File: src/rtl/rx_err_status_pkg.sv
package rx_err_status_pkg;

    localparam int unsigned NFLAG    = 2;
    localparam int unsigned PER_IDX  = 0;
    localparam int unsigned ERS_IDX  = 1;
    localparam int unsigned FULL_POS = 0;
    localparam int unsigned FLAG_POS = 1;

    typedef enum logic {
        SEL_STATUS = 1'b0,
        SEL_DATA   = 1'b1
    } reg_sel_e;

    typedef struct packed {
        logic sig_err;
        logic par_err;
        logic full;
    } stat_t;

    typedef struct packed {
        logic rd_stat;
        logic wr_stat;
        logic rd_data;
    } cpu_op_t;

    function automatic cpu_op_t decode_cpu(logic sel, logic rd, logic wr);
        cpu_op_t op;
        op.rd_stat = rd && (reg_sel_e'(sel) == SEL_STATUS);
        op.wr_stat = wr && (reg_sel_e'(sel) == SEL_STATUS);
        op.rd_data = rd && (reg_sel_e'(sel) == SEL_DATA);
        return op;
    endfunction

endpackage

File: src/rtl/rx_parity_eval.sv
module rx_parity_eval #(
    parameter int unsigned DW = 8
) (
    input  logic [DW-1:0] byte_in,
    input  logic          par_bit,
    input  logic          odd_sel,
    output logic          bad
);
    logic ones_odd;

    always_comb begin
        ones_odd = ^{byte_in, par_bit};
        bad      = ones_odd ^ odd_sel;
    end
endmodule

File: src/rtl/rx_sticky_flag.sv
module rx_sticky_flag (
    input  logic clk,
    input  logic rst,
    input  logic wipe,
    input  logic set_ev,
    input  logic rd_hit,
    input  logic wr_hit,
    input  logic wbit,
    output logic flag
);
    logic armed;

    always_ff @(posedge clk) begin
        if (rst || wipe) begin
            flag  <= 1'b0;
            armed <= 1'b0;
        end else begin
            if (set_ev)
                flag <= 1'b1;
            else if (wr_hit && armed && !wbit)
                flag <= 1'b0;

            if (rd_hit)
                armed <= flag;
            else if (wr_hit)
                armed <= 1'b0;
        end
    end
endmodule

File: src/rtl/rx_data_hold.sv
module rx_data_hold #(
    parameter int unsigned DW = 8
) (
    input  logic          clk,
    input  logic          rst,
    input  logic          take,
    input  logic          good,
    input  logic [DW-1:0] byte_in,
    input  logic          drain,
    output logic [DW-1:0] data,
    output logic          full
);
    always_ff @(posedge clk) begin
        if (rst) begin
            data <= '0;
            full <= 1'b0;
        end else begin
            if (take)
                data <= byte_in;
            if (take && good)
                full <= 1'b1;
            else if (drain)
                full <= 1'b0;
        end
    end
endmodule

File: src/rtl/rx_err_status.sv
module rx_err_status
    import rx_err_status_pkg::*;
#(
    parameter int unsigned DW = 8
) (
    input  logic                  clk,
    input  logic                  rst,
    input  logic                  standby,
    input  logic [DW-1:0]         rx_byte,
    input  logic                  rx_par,
    input  logic                  rx_done,
    input  logic                  rx_en,
    input  logic                  par_odd,
    input  logic                  sync_mode,
    input  logic                  sc_mode,
    input  logic                  tx_en,
    input  logic                  tx_err_strobe,
    input  logic                  tx_err_line,
    input  logic                  cpu_sel,
    input  logic                  cpu_rd,
    input  logic                  cpu_wr,
    input  logic [NFLAG-1:0]      cpu_wdata,
    output logic [DW-1:0]         cpu_rdata,
    output logic [DW-1:0]         rx_data,
    output logic                  data_full,
    output logic                  par_err,
    output logic                  sig_err,
    output logic                  rx_blocked,
    output logic                  tx_hold
);
    localparam int unsigned STAT_W = $bits(stat_t);
    localparam int unsigned PAD_W  = DW - STAT_W;

    cpu_op_t          op;
    logic             bad_par;
    logic             take;
    logic [NFLAG-1:0] set_vec;
    logic [NFLAG-1:0] flag_q;
    stat_t            stat;

    assign op = decode_cpu(cpu_sel, cpu_rd, cpu_wr);

    rx_parity_eval #(.DW(DW)) u_par (
        .byte_in (rx_byte),
        .par_bit (rx_par),
        .odd_sel (par_odd),
        .bad     (bad_par)
    );

    assign take = rx_done && rx_en && !flag_q[PER_IDX];

    rx_data_hold #(.DW(DW)) u_hold (
        .clk     (clk),
        .rst     (rst),
        .take    (take),
        .good    (!bad_par),
        .byte_in (rx_byte),
        .drain   (op.rd_data),
        .data    (rx_data),
        .full    (data_full)
    );

    assign set_vec[PER_IDX] = take && bad_par;
    assign set_vec[ERS_IDX] = tx_err_strobe && sc_mode && tx_en && !tx_err_line;

    for (genvar i = 0; i < NFLAG; i++) begin : g_flag
        rx_sticky_flag u_flag (
            .clk    (clk),
            .rst    (rst),
            .wipe   (standby),
            .set_ev (set_vec[i]),
            .rd_hit (op.rd_stat),
            .wr_hit (op.wr_stat),
            .wbit   (cpu_wdata[i]),
            .flag   (flag_q[i])
        );
    end

    assign par_err    = flag_q[PER_IDX];
    assign sig_err    = flag_q[ERS_IDX];
    assign rx_blocked = flag_q[PER_IDX];
    assign tx_hold    = flag_q[PER_IDX] && sync_mode;

    always_comb begin
        stat.full    = data_full;
        stat.par_err = flag_q[PER_IDX];
        stat.sig_err = flag_q[ERS_IDX];
        if (reg_sel_e'(cpu_sel) == SEL_DATA)
            cpu_rdata = rx_data;
        else
            cpu_rdata = {{PAD_W{1'b0}}, stat};
    end
endmodule

File: config.mk
export PLATFORM = sky130hd
export DESIGN_NAME = rx_err_status
export DESIGN_NICKNAME = d
export VERILOG_FILES = /design/src/rtl/rx_err_status_pkg.sv /design/src/rtl/rx_parity_eval.sv /design/src/rtl/rx_sticky_flag.sv /design/src/rtl/rx_data_hold.sv /design/src/rtl/rx_err_status.sv
export SDC_FILE = /design/constraint.sdc
export NUM_CORES = 1
export LEC_CHECK = 0
export BUFFER_PORTS_ARGS = -buffer_cell sky130_fd_sc_hd__buf_2
export CAP_MARGIN = 0
export CORE_MARGIN = 2
export CORE_UTILIZATION = 44
export DETAILED_ROUTE_END_ITERATION = 7
export PLACE_DENSITY_LB_ADDON = 0.15
export SYNTH_ARGS = -nofsm -noshare
export SYNTH_HDL_FRONTEND = slang
export SYNTH_SLANG_ARGS = --single-unit
export TNS_END_PERCENT = 50
File: constraint.sdc
create_clock -name clk -period 3.3 [get_ports clk]
set_clock_uncertainty 0.1 [all_clocks]
set_input_delay 0.495 -clock clk [delete_from_list [all_inputs] [get_ports clk]]
set_output_delay 0.495 -clock clk [all_outputs]
set_load 0.02 [all_outputs]
# --- After elaboration in Yosys (flattened, before gate mapping) ---
# Index checks and enable logic that the tools add are counted.
totals:
  ff_bits: 13
  inputBits: 25
  out_inout_bits: 21
classes:
  muxes: 10
  bitwise_logic: 2
  reduce_logical: 26
ops:
  columns: ["operator", "count"]
  rows:
  - ["1-bit logical AND", 15]
  - ["1-bit two-way mux", 9]
  - ["9-bit XOR reduction", 1]
  - ["8-bit two-way mux", 1]
  - ["2-bit nonzero test", 4]
  - ["1-bit zero test", 5]
  - ["1-bit logical OR", 1]
  - ["1-bit inverter", 1]
  - ["1-bit bitwise XOR", 1]

# --- Depth between registers and ports, before layout ---
# Gate-level depths: netlist of the first run.
depth:
  depth_word: 6
  mapped_depth: 4

# --- Modules after synthesis ---
# From an unflattened synthesis of the first run, not the netlist that was laid out.
hier_totals:
  hier_cells: 72
  area_unflattened_um2: 730.7
by_module_without_submodules:
  columns: ["module", "n_inst", "cells_per_inst", "area_each_um2"]
  rows:
  - ["rx_data_hold", 1, 30, 320.3]
  - ["rx_sticky_flag", 2, 8, 85.1]
  - ["rx_err_status", 1, 18, 148.9]
  - ["rx_parity_eval", 1, 8, 91.3]

# --- Worst setup path before layout of the first run ---
# OpenSTA, ideal clock, no wires.
synth_timing:
  kind: "input-to-output"
  startpoint: "in cpu_sel"
  endpoint: "out cpu_rdata[0]"
  t_arrival_ns: 1.039
  slack_ns: 1.666
  cell_stages: 2
  path_buffers: 1
  path_cell_list: "buf_2 > mux2_2"
synth_via:
  elab_chain_cells: 1
synth_lines:
  columns: ["element", "line", "text"]
  rows:
  - ["from (decl)", "rx_err_status.sv:19", "input logic cpu_sel,"]
  - ["8-bit two-way mux", "rx_err_status.sv:88", "if (reg_sel_e'(cpu_sel) == SEL_DATA)"]
  - ["to (decl)", "rx_err_status.sv:23", "output logic [DW-1:0] cpu_rdata,"]
# Every way passes these cells.

# --- Worst setup path after layout of the first run ---
# Same ends and word-level chain as after synthesis.

==> metrics, run 1 <==
drt pass-1 iters=4; fin. max-slew vios=0; post-cts sizing count=0; type of the worst min-delay path=in2reg; crit end category=primary output; H-tree depth=1; TritonCTS buffer count=3; Peak Freq=551 MHz; All-Layer GR Usage=0.188; mean number of vias per cell=5.21; port buffer count=45; Reg2Reg Launch Point=g_flag[0].u_flag.flag$_SDFFE_PP0P_; Least-Margin Pin Slew=0.379 ns; ys async rst share=0; Final setup viols=0; Inst Count DP=142; Max Buffers Root-to-Sink=2; setup_tns=0 ns; Syn Nets=109; Startpoint Class=primary input; Root Driver=clkbuf_4; RSZ-0062 raised after global routing=no; source of the worst hold timing path=standby; initial antenna violation count=0; die width=44.5 um; grt total ovfl=0; Die ar.=1980 um^2; Syn Area/Cell=8.59 um^2; die height=44.5 um; Crit Path Max Fanout=12; Final ANT Viol Nets=0; Lkg Pwr=0.000484 uW; Clock power frac=0.268; final worst-path cycle share=0.550; Cell variety after synth=29; Combinational Power Share=0.280; CTS tree=done; Area growth, synth to finish=35.4%; sequential share of the synthesized area=0.360; non-filler cells in the finished layout=146; final worst path period need=1.82 ns; routed vias=760; pwr dens=386 nW/um^2; Seq pwr share=0.452; core area=1520 um^2; residual DRC count=0; final instance area=977 um^2; clk slew on worst S/H paths=0.08 ns; Slew HR=0.746; Initial Utilization=0.474; synth warn=0; EDFF count, synth=0; total of max-cap violations=0; Site Rows=14; worst vdd ir=0.000280 V; CP Cell Sequence=buf_2, mux2_2, buf_2; Net Sw Frac=0.309; Nets=156; status=completed; critical path's slowest cell=mux2_2; max incr delay on CP=0.36 ns; critical path data required time=2.70 ns; fraction of layout cells with a size suffix above 1=0.415; WL final=1.72 mm; first-pass GRT wire length=2.69 mm; Sw Pwr=117 uW; Worst EP arrival=1.22 ns; FILL cells=146; Starting DRT DRC Count=5; Ports=46; vias in the first global route=670; Critical Path Source=cpu_sel; hold buffers post-CTS=0; worst-skew pair later-pin latency=0.28 ns; GPL Wtd Cong=0.713; Mapped Area=722 um^2; CP Class=in2out; Routed wire per std cell=11.8 um; Post-CTS Setup Inserts=0; most used cell, CP=buf_2; Internal=260 uW; detailed placement HPWL=1.35 mm; clock sinks=13; largest net degree at the start of global routing=14; ys flop type=dfxtp_1; gate count after technology mapping=84; n_diodes=0; Area after DPL=951 um^2; Final Hold Vio Count=0; flop and latch count out of synthesis=13
==> worst paths after layout <==
check                                              to  slack (ns)  cells after the start
setup / recovery                         cpu_rdata[0]        1.48                      3
hold / removal    g_flag[0].u_flag.armed$_SDFFE_PP0P_        0.31                      2
setup reg to reg             u_hold.full$_SDFFE_PP0P_        1.88                      4
hold reg to reg           u_hold.data[3]$_SDFFE_PP0P_        0.36                      2
==> worst max-delay path: cells and delay by family <==
family	cells	cell delay, ns
buffers and inverters	2	0.37
multiplexers	1	0.36
==> cell usage after synthesis (2+ instances only) <==
master,number,area share
nand2b_1,2,0.017
xnor2_1,4,0.049
and2_1,6,0.052
nand4_1,2,0.017
xor2_1,2,0.024
nor3_1,2,0.014
dfxtp_1,13,0.36
a21oi_1,8,0.055
nor2_1,2,0.010
nand3_1,3,0.021
mux2_2,3,0.047
nand2_1,19,0.099
a22oi_1,2,0.021
==> metal layers <==
layer / global-route usage / wire (um) / vias to the layer above
met5: 0 / 0 / -
met1: 0.198 / 683 / 344
met2: 0.357 / 874 / 32
li1: - / - / 380
met4: 0.0909 / 24 / 0
met3: 0.0245 / 135 / 4
==> layout by cell type (no fill, tap or decap), types with 2 or more instances in the layout <==
master | Yosys | final
xor2_1 | 2 | 2
a21oi_1 | 8 | 8
xnor2_1 | 4 | 4
mux2_2 | 3 | 3
buf_2 | 1 | 45
a22oi_1 | 2 | 2
nor2_1 | 2 | 2
nand4_1 | 2 | 2
nor3_1 | 2 | 2
clkbuf_4 | 0 | 3
nand3_1 | 3 | 3
dfxtp_1 | 13 | 13
nand2_1 | 19 | 19
and2_1 | 6 | 6
nand2b_1 | 2 | 2
==> power by group through the flow <==
| stage | clock (uW) | combinational (uW) | sequential [uW] |
|---|---|---|---|
| detailed placement | 0 | 107 | 174 |
| global route | 106 | 114 | 172 |
| floorplan | 0 | 60.1 | 183 |
| global placement | 0 | 103 | 174 |
| CTS | 104 | 107 | 171 |
| finish | 101 | 106 | 170 |
==> registers in the layout, indices dropped and copies added, names as in the netlist <==
signal	cells
g_flag.u_flag.armed	2
g_flag.u_flag.flag	2
u_hold.data	8
u_hold.full	1
==> logic make-up (layout without fill, tap and decap cells) <==
family                 Yosys count  in the layout  share of synthesized area
AND/OR/NAND/NOR                 40             40                      0.277
AO/OA/AOI/OAI                   15             15                      0.127
flip-flops                      13             13                      0.360
XOR/XNOR                         9              9                      0.161
buffers and inverters            4             50                     0.0277
multiplexers                     3              3                     0.0468
==> final cells by class <==
| class | instances | area (um^2) | area share |
|---|---|---|---|
| multi-input cells | 67 | 442 | 0.452 |
| flip-flops and latches | 13 | 260 | 0.266 |
| repair buffers | 45 | 225 | 0.230 |
| clock buffers | 4 | 26.3 | 0.0269 |
| well taps | 16 | 20.0 | 0.0205 |
| inverters | 1 | 3.75 | 0.00384 |
==> per-stage QoR <==
step                      hold WS, ns  utilization  setup WS (ns)  total power, uW
after CTS                       0.303        0.641           1.47              382
after global placement          0.349        0.624           1.50              277
final                           0.315        0.641           1.48              377
after floorplan                 0.427            -           1.67              243
after detailed placement        0.353        0.624           1.48              281
after global routing            0.314        0.641           1.45              391
Note: power is estimated with default switching activity, not from simulation.
==> run 2: changes to the inputs <==
--- a/config.mk
+++ b/config.mk
@@ -5,10 +5,11 @@
 export SDC_FILE = /design/constraint.sdc
 export NUM_CORES = 1
 export LEC_CHECK = 0
+export ABC_AREA = 1
 export BUFFER_PORTS_ARGS = -buffer_cell sky130_fd_sc_hd__buf_2
 export CAP_MARGIN = 0
 export CORE_MARGIN = 2
-export CORE_UTILIZATION = 44
+export CORE_UTILIZATION = 40
 export DETAILED_ROUTE_END_ITERATION = 7
 export PLACE_DENSITY_LB_ADDON = 0.15
 export SYNTH_ARGS = -nofsm -noshare
==> constraint.sdc (replaced) <==
create_clock -name clk -period 1.49 [get_ports clk]
set_clock_uncertainty 0.1 [all_clocks]
set_input_delay 0.2235 -clock clk [delete_from_list [all_inputs] [get_ports clk]]
set_output_delay 0.2235 -clock clk [all_outputs]
set_load 0.02 [all_outputs]
==> run 2 against run 1 <==
Against the previous run: global-route usage fell by 2.9 points; utilization fell by 12 points; final cell count rose by 37%; critical path type is now reg2out.
==> metrics, run 2 <==
status=completed; clk slew on worst S/H paths=0.07 ns; sequential share of the synthesized area=0.288; vias in the first global route=869; Biggest register=u_hold.data; most frequent cells in the layout=45 x buf_2, 43 x nand2_1, 12 x dfxtp_1; Least-Margin Pin Slew=0.244 ns; pwr dens=758 nW/um^2; Syn Nets=155; Site Rows=17; reg2reg end=u_hold.data[5]$_SDFFE_PP0P_; Nets=198; worst vdd ir=0.000404 V; Seq pwr share=0.437; Clock power frac=0.246; critical path data required time=1.17 ns; All-Layer GR Usage=0.159; setup_tns=0 ns; Max Buffers Root-to-Sink=2; max reg flops=8; GPL Wtd Cong=0.710; initial antenna violation count=0; WL final=1.96 mm; FILL cells=242; crit path capture=cpu_rdata[1]; TritonCTS buffer count=3; r2r setup slk=0.34 ns; residual DRC count=0; synth cell count leaders=43 x nand2_1, 13 x dfxtp_1, 11 x nand3_2; Final setup viols=0; final worst-path cycle share=0.899; Combinational Power Share=0.317; final worst path period need=1.34 ns; hold buffers post-CTS=0; Critical Path Source=g_flag[0].u_flag.flag$_SDFFE_PP0P_; Reg2Reg Launch Point=g_flag[0].u_flag.flag$_SDFFE_PP0P_; Peak Freq=747 MHz; Worst EP arrival=1.02 ns; Startpoint Class=flop; Final ANT Viol Nets=0; Mapped Area=902 um^2; worst hold stages=4; top-count cell post-synth=nand2_1; mean number of vias per cell=4.71; Starting DRT DRC Count=9; EDFF count, synth=0; post-synth top area cell=dfxtp_1; first-pass GRT wire length=3.22 mm; flop and latch count out of synthesis=13; Post-CTS Setup Inserts=0; biggest regs=u_hold.data x8, g_flag.u_flag.armed x2, g_flag.u_flag.flag x2; post-cts sizing count=0; Routed wire per std cell=9.78 um; ys flop type=dfxtp_1; grt total ovfl=0; hold slack=0.115 ns; Initial Utilization=0.416; total of max-cap violations=0; detailed placement HPWL=1.66 mm; crit end category=primary output; largest net degree at the start of global routing=14; Sw Pwr=290 uW; commonest non-fill, non-tap cell in the layout=buf_2; fin. max-slew vios=0; die width=51.5 um; synth warn=0; drt pass-1 iters=4; Internal=573 uW; Net Sw Frac=0.336; Lkg Pwr=0.000622 uW; Ports=46; Cell variety after synth=22; Final Hold Vio Count=0; H-tree depth=1; Root Driver=clkbuf_4; CTS tree=done; Crit Path Max Fanout=6; port buffer count=45; Syn Area/Cell=6.94 um^2; Final Util=0.525; top cell type's share of synthesized area=0.288; Slew HR=0.835; ys async rst share=0; Area growth, synth to finish=26.2%; largest cells by area after synthesis=dfxtp_1 29%, nand2_1 18%, nand3_2 12%, a211oi_1 4.2%, xnor2_1 3.9%; core area=2170 um^2; depth of the most critical reg-to-reg path=5; CP Class=reg2out; Die ar.=2650 um^2; gate count after technology mapping=130; RSZ-0062 raised after global routing=no; clock sinks=13; type of the worst min-delay path=in2reg; worst-skew pair later-pin latency=0.27 ns; fraction of layout cells with a size suffix above 1=0.424; n_diodes=0; routed vias=942; Tot Pwr=864 uW; die height=51.5 um
[run 2: cell types whose count changed in the layout (fill, tap and decap cells not counted), sizes merged, moves of 2 or more]
cell | before | now
and2 | 6 | 0
inv | 1 | 17
a211oi | 0 | 5
mux2 | 3 | 0
o21ai | 1 | 4
nor2 | 3 | 5
nand2b | 2 | 0
xor2 | 2 | 5
nand3 | 3 | 15
nand2 | 19 | 45
nor3 | 2 | 0
a22oi | 2 | 0
[run 2: power groups by stage]
| stage | Clock (uW) | Sequential (uW) | Combinational (uW) |
|---|---|---|---|
| 2_1_floorplan | 0 | 406 | 179 |
| 3_5_place_dp | 0 | 386 | 277 |
| 4_1_cts | 222 | 378 | 277 |
| 5_1_grt | 235 | 381 | 306 |
| 3_3_place_gp | 0 | 386 | 268 |
| 6_report | 212 | 378 | 274 |
[run 2: cell families (layout without fill, tap and decap cells)]
family / Yosys count / after routing / synth area share
buf+inv: 24 / 66 / 0.128
compound gates: 17 / 17 / 0.117
simple gates: 67 / 67 / 0.372
xor+xnor: 9 / 9 / 0.0957
flops: 13 / 13 / 0.288
[run 2: worst min path at each step]
stage,startpoint,to
floorplan,rx_byte[7],u_hold.data[7]$_SDFFE_PP0P_
global placement,g_flag[1].u_flag.armed$_SDFFE_PP0P_,g_flag[1].u_flag.armed$_SDFFE_PP0P_
detailed placement,u_hold.data[7]$_SDFFE_PP0P_,u_hold.data[7]$_SDFFE_PP0P_
CTS,tx_err_line,g_flag[1].u_flag.flag$_SDFFE_PP0P_
global route,rx_byte[4],u_hold.data[4]$_SDFFE_PP0P_
finish,tx_err_line,g_flag[1].u_flag.flag$_SDFFE_PP0P_
[run 2: layer usage]
layer,track usage,part of all wire,vias up
met5,0,0,-
met4,0.105,0.018,0
met3,0.00862,0.057,4
met2,0.291,0.50,27
met1,0.177,0.43,415
li1,-,-,496
[run 2: area by class of cell]
class,instances,area (um^2),area share
well taps,28,35.0,0.0308
flip-flops and latches,13,262,0.230
inverters,17,63.8,0.0560
multi-input cells,93,527,0.463
clock buffers,4,26.3,0.0231
repair buffers,45,225,0.198
[run 2: through the flow]
step | instances | setup WS (ns) | instance area [um^2]
after detailed placement | 196 | 0.264 | 1110
after CTS | 200 | 0.0696 | 1140
after floorplan | 130 | 0.120 | 902
after global routing | 200 | 0.0488 | 1140
final | 200 | 0.151 | 1140
after global placement | 196 | 0.303 | 1110
[run 2: critical path, cell delays in order, from the launching register on]
cell and delay (ns):
dfxtp_2 0.38, inv_2 0.05, o21ai_0 0.13, buf_2 0.18
==> run 3: changes to the inputs <==
==> constraint.sdc (replaced) <==
create_clock -name clk -period 1.49 [get_ports clk]
set_clock_uncertainty 0.1 [all_clocks]
set_input_delay 0.149 -clock clk [delete_from_list [all_inputs] [get_ports clk]]
set_output_delay 0.149 -clock clk [all_outputs]
set_load 0.02 [all_outputs]
==> run 3 against run 2 <==
Against the previous run: non-clock buffer count stayed put; largest power group unchanged; clock power hardly changed; critical path type unchanged; critical endpoint unchanged; via count is 2.7% lower; fmax is 5.6% higher.
==> metrics, run 3 (synthesis results as in run 2) <==
status=completed; Final setup viols=0; max reg flops=8; critical path's slowest cell=dfxtp_2; Initial Utilization=0.416; commonest non-fill, non-tap cell in the layout=buf_2; non-filler cells in the finished layout=200; worst hold stages=4; Lkg Pwr=0.000622 uW; All-Layer GR Usage=0.163; Critical Path Source=g_flag[0].u_flag.flag$_SDFFE_PP0P_; Site Rows=17; port buffer count=45; CTS tree=done; fin. max-slew vios=0; Least-Margin Pin Slew=0.215 ns; H-tree depth=1; Ports=46; WL final=1.92 mm; detailed placement HPWL=1.63 mm; Max Buffers Root-to-Sink=2; final worst path period need=1.27 ns; Crit Path Max Fanout=6; n_diodes=0; GPL Wtd Cong=0.738; Peak Freq=788 MHz; RSZ-0062 raised after global routing=no; drt pass-1 iters=4; clk slew on worst S/H paths=0.08 ns; Routed wire per std cell=9.62 um; depth of the most critical reg-to-reg path=5; max incr delay on CP=0.38 ns; total of max-cap violations=0; hold slack=0.0464 ns; Die ar.=2650 um^2; Biggest register=u_hold.data; Combinational Power Share=0.316; pre-CTS setup slack=0.296 ns; Final Hold Vio Count=0; hold buffers post-CTS=0; mean number of vias per cell=4.59; Internal=573 uW; final worst-path cycle share=0.851; Inst Count DP=196; Sw Pwr=289 uW; Clock power frac=0.245; routed vias=917; FILL cells=240; CP Cell Sequence=inv_2, o21ai_0, buf_2; Worst EP arrival=1.02 ns; die height=51.5 um; Reg2Reg Launch Point=g_flag[0].u_flag.flag$_SDFFE_PP0P_; r2r setup slk=0.33 ns; Starting DRT DRC Count=6; critical path data required time=1.24 ns; crit end category=primary output; initial antenna violation count=0; CP Class=reg2out; Post-CTS Setup Inserts=0; largest net degree at the start of global routing=14; reg2reg end=u_hold.data[5]$_SDFFE_PP0P_; Slew HR=0.855; crit path capture=cpu_rdata[1]; die width=51.5 um; grt total ovfl=0; Net Sw Frac=0.335; clock sinks=13; setup_tns=0 ns; Area growth, synth to finish=26.2%; type of the worst min-delay path=in2reg; worst-skew pair later-pin latency=0.27 ns; final instance area=1140 um^2; fraction of layout cells with a size suffix above 1=0.424; first-pass GRT wire length=3.25 mm; worst vdd ir=0.000309 V; post-cts sizing count=0; pwr dens=757 nW/um^2; most frequent cells in the layout=45 x buf_2, 43 x nand2_1, 12 x dfxtp_1; residual DRC count=0; TritonCTS buffer count=3; biggest regs=u_hold.data x8, g_flag.u_flag.armed x2, g_flag.u_flag.flag x2; vias in the first global route=834; Area after DPL=1110 um^2; Root Driver=clkbuf_4; Nets=198; Seq pwr share=0.439; core area=2170 um^2; Startpoint Class=flop; Setup WS post-layout=0.221 ns; Final ANT Viol Nets=0
[run 3: worst min path at each step]
stage	start	to
after detailed placement	cpu_wdata[1]	g_flag[1].u_flag.flag$_SDFFE_PP0P_
after global placement	tx_err_line	g_flag[1].u_flag.flag$_SDFFE_PP0P_
after global routing	rx_byte[7]	u_hold.data[7]$_SDFFE_PP0P_
after floorplan	rx_byte[7]	u_hold.data[7]$_SDFFE_PP0P_
after CTS	tx_err_line	g_flag[1].u_flag.flag$_SDFFE_PP0P_
final	tx_err_line	g_flag[1].u_flag.flag$_SDFFE_PP0P_
[run 3: critical path, delay by kind of cell (launching register included)]
family | cells | cell delay [ns]
flip-flops | 1 | 0.38
AO/OA/AOI/OAI | 1 | 0.13
buffers and inverters | 2 | 0.23
[run 3: through the flow]
stage                     total power, uW   util
after global routing                  932  0.525
after global placement                654  0.512
after floorplan                       584      -
after CTS                             875  0.524
after detailed placement              662  0.512
final                                 862  0.525
[run 3: area by class of cell]
| class | count | area [um^2] | share of cell area |
|---|---|---|---|
| Timing Repair Buffer | 45 | 225 | 0.198 |
| Inverter | 17 | 63.8 | 0.0560 |
| Multi-Input combinational cell | 93 | 527 | 0.463 |
| Clock buffer | 4 | 26.3 | 0.0231 |
| Tap cell | 28 | 35.0 | 0.0308 |
| Sequential cell | 13 | 262 | 0.230 |
[run 3: power by group through the flow]
stage / registers (uW) / logic, uW / clock network (uW)
finish: 378 / 273 / 211
global route: 380 / 304 / 247
CTS: 378 / 276 / 221
detailed placement: 386 / 276 / 0
global placement: 386 / 268 / 0
floorplan: 406 / 179 / 0
[run 3: routing by layer]
| layer | vias to the layer above | routed length [um] | GRT usage |
|---|---|---|---|
| met3 | 2 | 126 | 0.0259 |
| met4 | 0 | 27 | 0.0789 |
| met1 | 396 | 836 | 0.182 |
| met5 | - | 0 | 0 |
| met2 | 25 | 933 | 0.297 |
| li1 | 494 | - | - |
